==> src/rtl/irq_pkg.sv <==
// Shared constants and helpers for the vectored interrupt controller.
// Assumes source index order is the tie-break order within a level.
package irq_pkg;
    localparam int NSRC     = 5;
    localparam int IDX_W    = $clog2(NSRC);
    localparam int REG_W    = 8;
    localparam int GLB_BIT  = REG_W - 1;
    localparam int ADDR_W   = 16;

    typedef logic [NSRC-1:0]  src_vec_t;
    typedef logic [IDX_W-1:0] src_idx_t;

    // Returns the lowest set index of a non-empty candidate vector.
    function automatic src_idx_t first_set(input src_vec_t v);
        src_idx_t r;
        r = '0;
        for (int i = NSRC - 1; i >= 0; i--) begin
            if (v[i]) r = src_idx_t'(i);
        end
        return r;
    endfunction
endpackage

==> src/rtl/irq_sampler.sv <==
// Request snapshot register: captures the request lines at each
// machine-cycle strobe so the poll in the next cycle sees a stable set.
// Assumes cyc_stb is a single-clock pulse.
module irq_sampler #(
    parameter int N = 5
) (
    input  logic         clk,
    input  logic         rst_n,
    input  logic         stb,
    input  logic [N-1:0] req,
    output logic [N-1:0] snap
);
    // Latch the request lines once per machine cycle.
    always_ff @(posedge clk) begin
        if (!rst_n)   snap <= '0;
        else if (stb) snap <= req;
    end
endmodule

==> src/rtl/irq_arbiter.sv <==
// Combinational poll: qualifies the snapshot with enables and the
// in-progress flags, then picks high level first, lowest index next.
// Assumes en carries the global enable in its top bit.
module irq_arbiter
    import irq_pkg::*;
(
    input  src_vec_t       snap,
    input  logic [REG_W-1:0] en,
    input  src_vec_t       pri,
    input  logic           hip,
    input  logic           lip,
    output logic           grant,
    output logic           grant_hi,
    output src_idx_t       grant_idx
);
    src_vec_t elig, hi_cand, lo_cand;

    // Form eligible candidates per level and select one winner.
    always_comb begin
        elig      = snap & en[NSRC-1:0] & {NSRC{en[GLB_BIT]}};
        hi_cand   = elig & pri & {NSRC{~hip}};
        lo_cand   = elig & ~pri & {NSRC{~hip & ~lip}};
        grant_hi  = |hi_cand;
        grant     = grant_hi | (|lo_cand);
        grant_idx = grant_hi ? first_set(hi_cand) : first_set(lo_cand);
    end
endmodule

==> src/rtl/irq_level_state.sv <==
// Per-level in-progress flags. A grant sets its level's flag; a return
// clears the highest level in service. Assumes return and grant do
// not coincide; if they do, the clear is applied before the set.
module irq_level_state (
    input  logic clk,
    input  logic rst_n,
    input  logic set_en,
    input  logic set_hi,
    input  logic ret,
    output logic hip,
    output logic lip
);
    logic hip_n, lip_n;

    // Next-state: clear on return (high first), then apply a grant.
    always_comb begin
        hip_n = hip;
        lip_n = lip;
        if (ret) begin
            if (hip) hip_n = 1'b0;
            else     lip_n = 1'b0;
        end
        if (set_en) begin
            if (set_hi) hip_n = 1'b1;
            else        lip_n = 1'b1;
        end
    end

    // Flag registers.
    always_ff @(posedge clk) begin
        if (!rst_n) begin
            hip <= 1'b0;
            lip <= 1'b0;
        end else begin
            hip <= hip_n;
            lip <= lip_n;
        end
    end
endmodule

==> src/rtl/irq_vector_ctrl.sv <==
// Two-level vectored interrupt controller top. Holds the enable and
// priority registers, samples requests each machine cycle, polls the
// previous snapshot at the next strobe and emits a one-clock
// acknowledge with the vector address. Assumes cyc_stb is a pulse.
module irq_vector_ctrl
    import irq_pkg::*;
#(
    parameter logic [ADDR_W-1:0] VEC_BASE   = 16'h0003,
    parameter int                VEC_STRIDE = 8
) (
    input  logic              clk,
    input  logic              rst_n,
    input  logic [NSRC-1:0]   req_i,
    input  logic              en_we,
    input  logic [REG_W-1:0]  en_wdata,
    input  logic              pri_we,
    input  logic [REG_W-1:0]  pri_wdata,
    input  logic              cyc_stb,
    input  logic              reti_i,
    output logic              ack_o,
    output logic [ADDR_W-1:0] vec_o
);
    logic [REG_W-1:0] en_q;
    src_vec_t         pri_q;
    src_vec_t         snap;
    logic             hip_q, lip_q;
    logic             grant, grant_hi;
    src_idx_t         grant_idx;
    logic             take;

    // Software-written enable and priority registers.
    always_ff @(posedge clk) begin
        if (!rst_n) begin
            en_q  <= '0;
            pri_q <= '0;
        end else begin
            if (en_we)  en_q  <= en_wdata;
            if (pri_we) pri_q <= pri_wdata[NSRC-1:0];
        end
    end

    irq_sampler #(.N(NSRC)) u_samp (
        .clk  (clk),
        .rst_n(rst_n),
        .stb  (cyc_stb),
        .req  (req_i),
        .snap (snap)
    );

    irq_arbiter u_arb (
        .snap     (snap),
        .en       (en_q),
        .pri      (pri_q),
        .hip      (hip_q),
        .lip      (lip_q),
        .grant    (grant),
        .grant_hi (grant_hi),
        .grant_idx(grant_idx)
    );

    assign take = cyc_stb & grant;

    irq_level_state u_lvl (
        .clk   (clk),
        .rst_n (rst_n),
        .set_en(take),
        .set_hi(grant_hi),
        .ret   (reti_i),
        .hip   (hip_q),
        .lip   (lip_q)
    );

    // Acknowledge register: one-clock pulse carrying the vector.
    always_ff @(posedge clk) begin
        if (!rst_n) begin
            ack_o <= 1'b0;
            vec_o <= '0;
        end else begin
            ack_o <= take;
            if (take)
                vec_o <= VEC_BASE + ADDR_W'(grant_idx) * ADDR_W'(VEC_STRIDE);
        end
    end
endmodule

==> config.mk <==
export PLATFORM = sky130hd
export DESIGN_NAME = irq_vector_ctrl
export DESIGN_NICKNAME = d
export VERILOG_FILES = /design/src/rtl/irq_pkg.sv /design/src/rtl/irq_sampler.sv /design/src/rtl/irq_arbiter.sv /design/src/rtl/irq_level_state.sv /design/src/rtl/irq_vector_ctrl.sv
export SDC_FILE = /design/constraint.sdc
export NUM_CORES = 1
export LEC_CHECK = 0
export BUFFER_PORTS_ARGS = -buffer_cell sky130_fd_sc_hd__buf_2
export CAP_MARGIN = 20
export CORE_ASPECT_RATIO = 1.2
export CORE_MARGIN = 4
export CORE_UTILIZATION = 51
export CTS_CLUSTER_SIZE = 28
export DETAILED_ROUTE_END_ITERATION = 6
export PLACE_DENSITY_LB_ADDON = 0.08
export SYNTH_ARGS = -nofsm -noshare
export SYNTH_HDL_FRONTEND = slang
export SYNTH_SLANG_ARGS = --single-unit
==> constraint.sdc <==
create_clock -name clk -period 3.51 [get_ports clk]
set_input_delay 0.1755 -clock clk [delete_from_list [all_inputs] [get_ports clk]]
set_output_delay 0.1755 -clock clk [all_outputs]
set_load 0.005 [all_outputs]
==> results.py <==
metrics = {
    "cells_and_area": {
        "insertedDiodeCount": 0,
        "stdcell_area_sq_mm": 0.00129,
        "fin_nets": 178,
        "fillers": 219,
        "drive_above_1_share": 0.233,
        "syn2layout_area_growth_pct": 11.0,
    },
    "sta": {
        "setup_violations": 0,
        "finalCritPeriodShare": 0.515,
        "finalHoldViolCount": 0,
        "skew_ns": 0.00571,
        "drv_slew": 0,
        "period_needed_ns": 1.81,
        "rsz0062_at_grt": "no",
        "final.setup.tns_ns": 0,
        "max_freq_mhz": 553,
    },
    "global_routing": {
        "grt_pass1_vias": 837,
        "grt_pass1_wl_microns": 3510,
        "met2_usage": 0.253,
        "use_met1": 0.188,
        "grt.total_usage": 0.150,
        "grt_max_degree": 26,
        "gr-usage-met3": 0.0299,
        "grt_busiest_layer": "met2",
        "grt_overflow": 0,
        "antenna_found_initial": 0,
    },
    "critical_path": {
        "path_class": "reg2reg",
        "reg2reg_from": "en_q[7]",
        "startpoint_type": "register",
        "cp.required_ns": 3.75,
        "worstPathArrival_ns": 2.04,
        "critPathLaunch": "en_q[7]",
        "regToRegEndpoint": "vec_o[3]",
        "end_kind": "register",
        "critPathMaxFanout": 6,
        "ff2ff_path_depth": 5,
        "rrSetupSlack_ns": 1.70,
    },
    "synth": {
        "postSynthAreaPerCell_sq_um": 9.20,
        "ys_seq_elements": 23,
        "ys_top_cells_by_count": "23 x dfxtp_1, 18 x mux2i_1, 16 x nor2b_1",
        "ys_types": 27,
        "synth_edf_count": 0,
        "async_flop_share": 0,
        "post-synth-top-area-cell": "dfxtp_1",
        "synth_area_leaders": "dfxtp_1 40%, mux2i_1 16%, nor2b_1 8.6%",
        "synth-main-ff-cell": "dfxtp_1",
        "netlist_instances": 126,
        "synth_area_sq_mm": 0.00116,
        "synth_most_common_cell": "dfxtp_1",
        "synth_top_area_share": 0.397,
        "ys_warn_count": 0,
        "seq_area_frac_synth": 0.397,
    },
    "die": {
        "core_sq_mm": 0.00212,
        "die_area_sq_mm": 0.00310,
        "die_h_microns": 60.2,
        "start_util": 0.547,
        "io_pins": 44,
        "rows": 18,
        "die_w_microns": 51.5,
    },
    "clock_network": {
        "cts_buffers": 3,
        "hold_buffers": 0,
        "worstSkewPairLatency_ns": 0.30,
        "cts_root_buf": "clkbuf_4",
        "cts_buffer_depth": 2,
        "post_cts_resized": 0,
        "path_clk_slew_ns": 0.12,
        "cts_max_level": 1,
        "cts_setup_buffers": 0,
        "cts_sinks": 23,
        "cts_tree": "done",
    },
    "detailed_routing": {
        "wl_per_cell_microns": 12.1,
        "drt-initial-drc-count": 14,
        "vias_per_cell": 4.82,
        "wirelength_microns": 2180,
        "route.detailed.drc": 0,
        "dr.pass1.iters": 4,
        "detail-route-antenna-nets": 0,
        "via_count": 868,
    },
    "min_path": {
        "whs_path_depth": 3,
        "worstHoldPathType": "in2reg",
        "hold_start": "en_wdata[0]",
        "holdPathEnd": "en_q[0]",
    },
    "placement": {
        "place_congestion": 0.820,
        "portBuffers": 27,
        "dpl_cell_area_sq_mm": 0.00126,
        "place_hpwl_microns": 1650,
    },
    "status": {
        "outcome": "completed",
    },
    "run": {
        "drv_cap": 0,
    },
    "power": {
        "ir_worst_vdd_v": 0.000245,
        "leakage_nw": 0.553,
        "power_per_cell_area_mw_per_mm2": 349,
    },
}
[how the worst max path moves through the flow]
stage	slack [ns]	to
2_1_floorplan	1.90	vec_o[3]
3_3_place_gp	1.77	vec_o[4]
3_5_place_dp	1.73	vec_o[3]
4_1_cts	1.68	vec_o[3]
5_1_grt	1.57	vec_o[3]
6_report	1.70	vec_o[3]
[sequential cells by signal (all words and copies together), names as in the netlist]
name         count
en_q             6
pri_q            5
u_samp.snap      5
vec_o            4
ack_o            1
u_lvl.hip        1
u_lvl.lip        1
[logic make-up (layout without fill, tap and decap cells)]
logic type | after synthesis | after routing | synth area share
compound gates | 18 | 18 | 0.100
buf+inv | 21 | 35 | 0.107
flops | 23 | 23 | 0.397
mux | 18 | 18 | 0.156
other cells | 1 | 11 | 0.00324
simple gates | 45 | 45 | 0.237
[placed cells by master (no fill, tap or decap)]
cell and n:
a211oi_2 1, a21boi_0 1, a21oi_1 6, and2_1 2
buf_2 27, clkbuf_1 1, clkbuf_4 3, conb_1 11
dfxtp_1 23, inv_1 4, mux2i_1 18, nand2_1 3
nand3_1 4, nand3b_1 5, nand4b_1 1, nor2_1 4
nor2b_1 16, nor3_1 3, nor3b_1 1, o211ai_1 2
o21a_1 2, o21ai_0 3, o22ai_1 2, o2bb2ai_1 1
or2_2 3, or2b_1 1, or3b_1 1, or3b_4 1
[critical path: stages, from the launching register on]
cell and delay, ns:
dfxtp_1 0.39, or3b_4 0.43, nor3_1 0.22, nor3_1 0.12, a21oi_1 0.36, mux2i_1 0.22
[power by group]
part,internal (mW),switching (mW)
clock,0.0443,0.0737
sequential,0.272,0.00809
combinational,0.0263,0.0247
[final cells by class]
type	count	area, sq um	area share
inverters	4	15.0	0.0117
multi-input cells	92	612	0.476
well taps	30	37.5	0.0292
clock buffers	4	26.3	0.0204
repair buffers	27	135	0.105
flip-flops and latches	23	460	0.358
[through the flow]
step / setup WS (ns) / total power, mW / std cells / hold WS, ns / util
3_5_place_dp: 1.73 / 0.337 / 176 / 0.441 / 0.595
5_1_grt: 1.57 / 0.479 / 180 / 0.117 / 0.608
3_3_place_gp: 1.77 / 0.335 / 176 / 0.429 / 0.595
2_1_floorplan: 1.90 / 0.328 / 136 / 0.321 / -
6_report: 1.70 / 0.449 / 180 / 0.118 / 0.608
4_1_cts: 1.68 / 0.453 / 180 / 0.119 / 0.608
[routing by layer]
layer	vias up	wire, microns
met4	0	24
met5	-	0
met1	387	1010
met3	4	100
met2	22	1040
li1	455	-
Power figures use the tool's default switching activity.
